### src/rtl/pr_pkg.sv
// Shared constants for the parameter byte return handshake.
// Assumes an 8-bit status register whose bit positions are decoded by the host.
package pr_pkg;
    localparam int STAT_W   = 8;
    localparam int FULL_BIT = 2;
    localparam int INV_BIT  = 0;
endpackage

### src/rtl/pr_pace.sv
// Transfer pacing: tracks whether a response is in progress and how many
// bytes the engine still owes. Reports the normal completion event.
// Assumes read_clear only pulses when the data register held a byte.
module pr_pace #(
    parameter int LEN_W = 8
) (
    input  logic             clk,
    input  logic             rst_n,
    input  logic             start_req,
    input  logic [LEN_W-1:0] start_len,
    input  logic             load_fire,
    input  logic             read_clear,
    input  logic             abort,
    output logic             active_o,
    output logic             owed_o,
    output logic             finish_o
);
    logic             active_q;
    logic [LEN_W-1:0] left_q;
    logic             start_ok;
    logic             last_taken;

    // Decode when a start is honoured and when the final byte has been read.
    always_comb begin
        start_ok   = start_req && !active_q && !abort;
        last_taken = active_q && (left_q == '0) && read_clear;
        finish_o   = (start_ok && (start_len == '0)) || last_taken;
    end

    // Hold the active state and the count of bytes still owed.
    always_ff @(posedge clk) begin
        if (!rst_n) begin
            active_q <= 1'b0;
            left_q   <= '0;
        end else if (abort) begin
            active_q <= 1'b0;
            left_q   <= '0;
        end else begin
            if (load_fire)
                left_q <= left_q - 1'b1;
            if (last_taken)
                active_q <= 1'b0;
            if (start_ok && (start_len != '0)) begin
                active_q <= 1'b1;
                left_q   <= start_len;
            end
        end
    end

    assign active_o = active_q;
    assign owed_o   = (left_q != '0);
endmodule

### src/rtl/pr_hold.sv
// Data-in holding register with its data-full flag.
// Assumes the loader never loads while the flag is set.
module pr_hold #(
    parameter int DATA_W = 8
) (
    input  logic              clk,
    input  logic              rst_n,
    input  logic              load_fire,
    input  logic [DATA_W-1:0] load_data,
    input  logic              rd_strobe,
    output logic [DATA_W-1:0] data_o,
    output logic              full_o,
    output logic              read_clear_o
);
    logic [DATA_W-1:0] data_q;
    logic              full_q;

    // A read only counts when a byte was waiting.
    assign read_clear_o = rd_strobe && full_q;

    // Capture a loaded byte and keep the flag until the host reads it.
    always_ff @(posedge clk) begin
        if (!rst_n) begin
            data_q <= '0;
            full_q <= 1'b0;
        end else if (load_fire) begin
            data_q <= load_data;
            full_q <= 1'b1;
        end else if (read_clear_o) begin
            full_q <= 1'b0;
        end
    end

    assign data_o = data_q;
    assign full_o = full_q;
endmodule

### src/rtl/pr_flags.sv
// Completion request and sticky invalid-command flag.
// Assumes finish and abort may coincide; they merge into one pulse.
module pr_flags (
    input  logic clk,
    input  logic rst_n,
    input  logic finish,
    input  logic abort,
    input  logic irq_clear,
    output logic done_o,
    output logic inv_o
);
    logic done_q;
    logic inv_q;

    // Register the merged completion event and the set-dominant error flag.
    always_ff @(posedge clk) begin
        if (!rst_n) begin
            done_q <= 1'b0;
            inv_q  <= 1'b0;
        end else begin
            done_q <= finish || abort;
            if (abort)
                inv_q <= 1'b1;
            else if (irq_clear)
                inv_q <= 1'b0;
        end
    end

    assign done_o = done_q;
    assign inv_o  = inv_q;
endmodule

### src/rtl/param_return_port.sv
// Top of the parameter byte return handshake: joins pacing, the holding
// register and the flags, and assembles the status byte.
// Assumes the host strobes host_rd for one cycle per register read.
module param_return_port
    import pr_pkg::*;
#(
    parameter int DATA_W = 8,
    parameter int LEN_W  = 8
) (
    input  logic              clk,
    input  logic              rst_n,
    input  logic              cmd_start,
    input  logic [LEN_W-1:0]  cmd_len,
    input  logic              cmd_invalid,
    input  logic              eng_valid,
    input  logic [DATA_W-1:0] eng_data,
    output logic              eng_ready,
    input  logic              host_rd,
    output logic [DATA_W-1:0] rd_data,
    input  logic              irq_rst,
    output logic [STAT_W-1:0] status,
    output logic              done_req
);
    logic active;
    logic owed;
    logic finish;
    logic full;
    logic read_clear;
    logic load_fire;
    logic inv;

    // Accept a byte only while a transfer owes one and the register is empty.
    always_comb begin
        eng_ready = active && owed && !full;
        load_fire = eng_valid && eng_ready;
    end

    pr_pace #(.LEN_W(LEN_W)) u_pace (
        .clk        (clk),
        .rst_n      (rst_n),
        .start_req  (cmd_start),
        .start_len  (cmd_len),
        .load_fire  (load_fire),
        .read_clear (read_clear),
        .abort      (cmd_invalid),
        .active_o   (active),
        .owed_o     (owed),
        .finish_o   (finish)
    );

    pr_hold #(.DATA_W(DATA_W)) u_hold (
        .clk          (clk),
        .rst_n        (rst_n),
        .load_fire    (load_fire),
        .load_data    (eng_data),
        .rd_strobe    (host_rd),
        .data_o       (rd_data),
        .full_o       (full),
        .read_clear_o (read_clear)
    );

    pr_flags u_flags (
        .clk       (clk),
        .rst_n     (rst_n),
        .finish    (finish),
        .abort     (cmd_invalid),
        .irq_clear (irq_rst),
        .done_o    (done_req),
        .inv_o     (inv)
    );

    // Place the flags at their decoded bit positions; other bits read zero.
    always_comb begin
        status           = '0;
        status[FULL_BIT] = full;
        status[INV_BIT]  = inv;
    end
endmodule

### config.mk
export PLATFORM = sky130hd
export DESIGN_NAME = param_return_port
export DESIGN_NICKNAME = d
export VERILOG_FILES = /design/src/rtl/pr_pkg.sv /design/src/rtl/pr_pace.sv /design/src/rtl/pr_hold.sv /design/src/rtl/pr_flags.sv /design/src/rtl/param_return_port.sv
export SDC_FILE = /design/constraint.sdc
export NUM_CORES = 1
export LEC_CHECK = 0
export ABC_AREA = 1
export CORE_ASPECT_RATIO = 1.5
export CORE_MARGIN = 2
export CORE_UTILIZATION = 40
export CTS_CLUSTER_DIAMETER = 100
export CTS_CLUSTER_SIZE = 14
export DETAILED_ROUTE_END_ITERATION = 10
export PLACE_DENSITY = 0.73
export SYNTH_ARGS = -nofsm -noshare
export SYNTH_HDL_FRONTEND = slang
export SYNTH_HIERARCHICAL = 1
export SYNTH_SLANG_ARGS = --single-unit
export TNS_END_PERCENT = 10
### constraint.sdc
create_clock -name clk -period 1.7 [get_ports clk]
set_input_delay 0.51 -clock clk [delete_from_list [all_inputs] [get_ports clk]]
set_output_delay 0.51 -clock clk [all_outputs]
set_load 0.05 [all_outputs]
==> flow_metrics.env, run 1 <==
export IMPL_final_hold_violation_count=0
export IMPL_status="finished with violations"
export IMPL_min_path_type="flip-flop to flip-flop"
export IMPL_drive_gt1_frac=0.312
export IMPL_cts_tree="done"
export IMPL_cp_end_kind="output port"
export IMPL_critPathArrivalTime_ns=1.26
export IMPL_grt_max_degree=13
export IMPL_violations="negative setup slack"
export IMPL_setup_viol=1
export IMPL_postCtsHoldBufs=0
export IMPL_skew_ns=0.00498
export IMPL_ant_nets=0
export IMPL_post_drt_wl_per_cell_um=12.2
export IMPL_grt_pass1_wl_um=5490
export IMPL_p_per_area_nw_per_um2=660
export IMPL_dp_hpwl_um=2500
export IMPL_fin_nets=260
export IMPL_antenna_cells=0
export IMPL_synth_area_leaders="dfxtp_1, nor2_1, nand3_1, inv_1, nand2_1"
export IMPL_max_freq_ghz=0.564
export IMPL_p_leak_nw=0.927
export IMPL_synth_seq_cells=20
export IMPL_ys_warn_count=6
export IMPL_clk_path_buf_depth=2
export IMPL_antenna_found_initial=0
export IMPL_place_ws_ns=-0.282
export IMPL_root_buffer="clkbuf_8"
export IMPL_die_area_sq_um=3360
export IMPL_ys_top_cells_by_count="nor2_1, inv_1, nand2_1, nand3_1, dfxtp_1"
export IMPL_start_kind="flip-flop"
export IMPL_place_congestion=1.01
export IMPL_postLayoutCoreUtil=0.683
export IMPL_setup_ws_ns=-0.0735
export IMPL_routed_via_density=4.79
export IMPL_clkLatencyLatePin_ns=0.26
export IMPL_die_x_um=48.0
export IMPL_synth_top_area_share=0.344
export IMPL_synthCells=173
export IMPL_crit_required_ns=1.19
export IMPL_synth_area_sq_um=1160
export IMPL_area_delta_synth_final_pct=67.6
export IMPL_path_class="flip-flop to output port"
export IMPL_ys_seq_area_frac=0.344
export IMPL_overflow=0
export IMPL_synth_cell_type_count=22
export IMPL_drt_total_wl_um=3330
export IMPL_die_y_um=70.0
export IMPL_synthArstFlopShare=0
export IMPL_n_fill_cell=224
export IMPL_drv_cap=0
export IMPL_p_clk_frac=0.378
export IMPL_grt_pass1_vias=1342
export IMPL_swShare=0.263
export IMPL_rsz0062_at_grt="yes"
export IMPL_critPathMaxFanout=2
export IMPL_io_pins=41
export IMPL_via_count=1308
export IMPL_ir_drop_mv=0.914
export IMPL_finalCritPeriodShare=1.04
export IMPL_grtUsageTotal=0.226
export IMPL_p_int_mw=0.948
export IMPL_switchingPower_mw=0.338
export IMPL_h_tree_depth=1
export IMPL_drtPass1Iterations=4
export IMPL_clk_pin_slew_ns=0.08
export IMPL_synth_most_common_cell="nor2_1"
export IMPL_core_sq_um=2850
export IMPL_port_buffers=34
export IMPL_p_seq_frac=0.382
export IMPL_cts_sinks=20
export IMPL_cts_buffers=3
export IMPL_row_count=24
export IMPL_fin_crit_ns=1.77
export IMPL_power_frac_comb=0.240
export IMPL_drt_iter0_markers=29
export IMPL_synthFlopType="dfxtp_1"
export IMPL_initial_core_util=0.407
export IMPL_synth_largest_area_cell="dfxtp_1"
export IMPL_slew_violations=0
export IMPL_drcViolationCount=0
export IMPL_synth_edf_count=0
export IMPL_syn_area_per_cell_sq_um=6.72
export IMPL_final_setup_tns_ns=-0.0735
## final cells by class
cell class | instances | area, sq um | area share
Timing Repair Buffer | 62 | 686 | 0.352
Multi-Input combinational cell | 121 | 634 | 0.326
Sequential cell | 20 | 407 | 0.209
Inverter | 27 | 101 | 0.0520
Tap cell | 39 | 48.8 | 0.0250
Clock buffer | 3 | 41.3 | 0.0212
Clock inverter | 1 | 30.0 | 0.0154
## flip-flops by register name, summed over array words and instances (netlist names)
signal and flops:
u_hold/full_o 1, u_pace/left_q 8, u_pace/active_o 1, u_flags/inv_o 1
u_hold/data_o 8, u_flags/done_o 1
## power by group through the flow
stage               combinational [mW]  sequential, mW  clock, mW
floorplan                        0.136           0.511          0
global placement                 0.262           0.501          0
detailed placement               0.264           0.502          0
CTS                              0.298           0.492      0.493
global route                     0.331           0.493      0.510
finish                           0.309           0.492      0.486
## per-layer routing
metal	vias up	track usage	wire length, um
met4	0	0.120	112
met1	585	0.229	1180
li1	656	-	-
met3	12	0.0517	215
met2	55	0.393	1820
met5	-	0	0
## cells in the final DEF (no fill, tap or decap), types with 2 or more instances in the layout
cell type and instances:
o21ai_0 12, inv_2 8, inv_1 19, conb_1 6
clkbuf_8 3, nand4_1 3, nand2_1 21, xor2_1 3
nor2_2 5, nor2_1 31, nand2_2 3, a21oi_1 3
dfxtp_1 15, buf_12 13, buf_4 27, clkdlybuf4s50_1 21
dfxtp_2 5, nand3_1 22, a21oi_2 2, nand3_2 2
## worst max-delay path: stages, from the launching register on
cell,delay (ns)
dfxtp_2,0.34
inv_2,0.06
nand2_2,0.05
nor2_2,0.11
nand4_1,0.13
nand3_2,0.12
inv_2,0.05
buf_12,0.14
## through the flow
step,area (sq um),total power [mW],hold slack [ns],instances
finish,1950,1.29,0.505,273
global route,1950,1.33,0.545,273
floorplan,1180,0.648,0.447,178
CTS,1920,1.28,0.508,273
detailed placement,1770,0.766,0.494,260
global placement,1770,0.763,0.496,260
## kinds of logic after synthesis
kind of cell               count (synthesis)  share of synthesized area
and+or+nand+nor                           89                      0.342
buffers and inverters                     37                      0.155
AOI/OAI and AO/OA                         20                      0.103
DFF                                       20                      0.344
xor gates and xnor gates                   4                     0.0301
adders and majority gates                  2                     0.0215
other                                      1                    0.00323
## worst paths after layout
check / startpoint / endpoint / slack (ns) / cells after the start
max: u_pace/left_q[5] / eng_ready / -0.07 / 7
min: u_flags/inv_o / u_flags/inv_o / 0.51 / 2
max reg2reg: u_pace/left_q[5] / u_pace/active_o / 0.01 / 11
min reg2reg: u_flags/inv_o / u_flags/inv_o / 0.51 / 2
## what timing repair did
action                     4_1_cts  5_1_grt
setup buffers                    9        0
hold endpoints to repair         0        0
gates resized for setup         17        7
setup endpoints to repair        2        7
pin swaps                        4        0
Note: power is estimated with default switching activity, not from simulation.
==> run 2, diff against run 1 <==
--- a/config.mk
+++ b/config.mk
@@ -8,11 +8,11 @@
 export ABC_AREA = 1
 export CORE_ASPECT_RATIO = 1.5
 export CORE_MARGIN = 2
-export CORE_UTILIZATION = 40
+export CORE_UTILIZATION = 44
 export CTS_CLUSTER_DIAMETER = 100
 export CTS_CLUSTER_SIZE = 14
 export DETAILED_ROUTE_END_ITERATION = 10
-export PLACE_DENSITY = 0.73
+export PLACE_DENSITY = 0.77
 export SYNTH_ARGS = -nofsm -noshare
 export SYNTH_HDL_FRONTEND = slang
 export SYNTH_HIERARCHICAL = 1
==> constraint.sdc (replaced) <==
create_clock -name clk -period 1.9 [get_ports clk]
set_input_delay 0.57 -clock clk [delete_from_list [all_inputs] [get_ports clk]]
set_output_delay 0.57 -clock clk [all_outputs]
set_load 0.05 [all_outputs]
==> run 2 against run 1 <==
Net effect: the flow still finishes with violations (negative setup slack); register-to-register slack improved by 0.26 ns; highest routed layer unchanged; design area decreased by 12%; count of clock-buffer cells in the layout unchanged; flip-flop and latch count unchanged; clock power decreased by 28%; combinational power decreased by 21%; total power decreased by 20%; sequential power decreased by 11%; global-route usage increased by 1.0 points; critical path depth unchanged; non-clock buffer count decreased by 6; wire length increased by 0.45%.
==> flow_metrics.env, run 2 (synthesized netlist as in run 1, its figures left out) <==
export IMPL_slew_violations=0
export IMPL_seq_area_sq_um=413
export IMPL_core_sq_um=2480
export IMPL_status="finished with violations"
export IMPL_p_per_area_nw_per_um2=601
export IMPL_ant_nets=0
export IMPL_antenna_found_initial=0
export IMPL_final_setup_tns_ns=-0.0155
export IMPL_postLayoutCoreUtil=0.693
export IMPL_place_congestion=1.02
export IMPL_hp_start="u_flags/inv_o"
export IMPL_clk_pin_slew_ns=0.12
export IMPL_skew_ns=0.000718
export IMPL_grt_pass1_vias=1277
export IMPL_setup_viol=1
export IMPL_h_tree_depth=1
export IMPL_layout_common_cells="nor2_1, buf_4, clkdlybuf4s50_1, nand2_1, nand3_1"
export IMPL_fin_crit_ns=1.92
export IMPL_final_area_sq_um=1720
export IMPL_post_drt_wl_per_cell_um=13.3
export IMPL_via_count=1307
export IMPL_finalCritPeriodShare=1.01
export IMPL_cts_sinks=20
export IMPL_r2r_start="u_pace/left_q[1]"
export IMPL_overflow=0
export IMPL_critPathArrivalTime_ns=1.35
export IMPL_start_kind="flip-flop"
export IMPL_drive_gt1_frac=0.272
export IMPL_place_ws_ns=-0.119
export IMPL_grtUsageTotal=0.236
export IMPL_grt_pass1_wl_um=5220
export IMPL_dp_hpwl_um=2380
export IMPL_n_fill_cell=211
export IMPL_drt_total_wl_um=3350
export IMPL_final_hold_violation_count=0
export IMPL_r2r_end="u_pace/left_q[2]"
export IMPL_cts_tree="done"
export IMPL_die_y_um=67.0
export IMPL_die_area_sq_um=3080
export IMPL_critPathMaxFanout=3
export IMPL_drtPass1Iterations=4
export IMPL_die_x_um=46.0
export IMPL_drcViolationCount=0
export IMPL_setup_ws_ns=-0.0155
export IMPL_violations="negative setup slack"
export IMPL_max_freq_ghz=0.522
export IMPL_area_delta_synth_final_pct=47.8
export IMPL_root_buffer="clkbuf_4"
export IMPL_min_delay_worst_endpoint="u_flags/inv_o"
export IMPL_ir_drop_mv=0.501
export IMPL_port_buffers=34
export IMPL_io_pins=41
export IMPL_row_count=22
export IMPL_clkLatencyLatePin_ns=0.30
export IMPL_min_path_type="flip-flop to flip-flop"
export IMPL_min_path_cells=2
export IMPL_antenna_cells=0
export IMPL_initial_core_util=0.469
export IMPL_cts_buffers=3
export IMPL_crit_required_ns=1.33
export IMPL_routed_via_density=5.19
export IMPL_drv_cap=0
export IMPL_clk_path_buf_depth=2
export IMPL_path_class="flip-flop to output port"
export IMPL_multi_input_area_sq_um=621
export IMPL_postCtsHoldBufs=0
export IMPL_p_leak_nw=0.849
export IMPL_r2r_cells=11
export IMPL_fin_nets=254
export IMPL_cp_end_kind="output port"
export IMPL_drt_iter0_markers=20
export IMPL_mostFrequentLayoutCell="nor2_1"
export IMPL_ff2ff_setup_slack_ns=0.27
export IMPL_rsz0062_at_grt="yes"
export IMPL_grt_max_degree=13
export IMPL_dpl_cell_area_sq_um=1530
## run 2: cell types whose count changed in the layout (fill, tap and decap cells not counted), moves of 2 or more
cell	previous run	this run
clkbuf_4	0	3
buf_4	27	32
nand2_2	3	1
nor2_2	5	1
nor2_1	31	34
buf_12	13	2
clkbuf_8	3	0
dfxtp_4	0	2
## run 2: where the power goes
group          internal (mW)  switching, mW  leakage, nW
Clock                  0.213          0.138       0.0279
Sequential             0.428        0.00750        0.166
Combinational          0.110          0.135        0.655
Total                  0.752          0.280        0.849
## run 2: layer usage
metal	track usage	part of all wire
met1	0.215	0.32
met2	0.427	0.54
met3	0.0352	0.065
met4	0.193	0.067
met5	0	0
## run 2: cell type report
type,instances,share of cell area
multi-input combinational,121,0.361
inverter,27,0.0590
clock inverter,1,0.0175
clock buffer,3,0.0131
timing repair buffer,56,0.291
tap,24,0.0175
sequential,20,0.240
## run 2: what timing repair did
item,CTS,global route
pin swaps,3,3
gates resized for setup,18,2
endpoints found under the setup margin,1,1
setup buffers,13,1
## run 2: per-stage QoR
stage          instances  hold slack (ns)  total power [mW]
6_report             252            0.478              1.03
2_1_floorplan        178            0.447             0.580
3_3_place_gp         234            0.463             0.659
5_1_grt              252            0.503              1.08
4_1_cts              251            0.482              1.03
3_5_place_dp         234            0.461             0.660
## run 2: critical path: stages (launching register included)
cell and delay (ns):
dfxtp_2 0.36, inv_2 0.08, nand2_4 0.07, nor2_4 0.11, nand4_1 0.12, nand3_2 0.12
inv_2 0.05, buf_12 0.14
## run 2: worst max path at each step
stage / slack, ns / from / endpoint
finish: -0.02 / u_pace/left_q[3] / eng_ready
global placement: -0.08 / cmd_len[1] / u_pace/left_q[1]
floorplan: 0.21 / u_pace/left_q[0] / eng_ready
global route: -0.11 / u_pace/left_q[4] / eng_ready
detailed placement: -0.12 / cmd_len[1] / u_pace/left_q[1]
CTS: -0.0008 / u_pace/left_q[5] / eng_ready
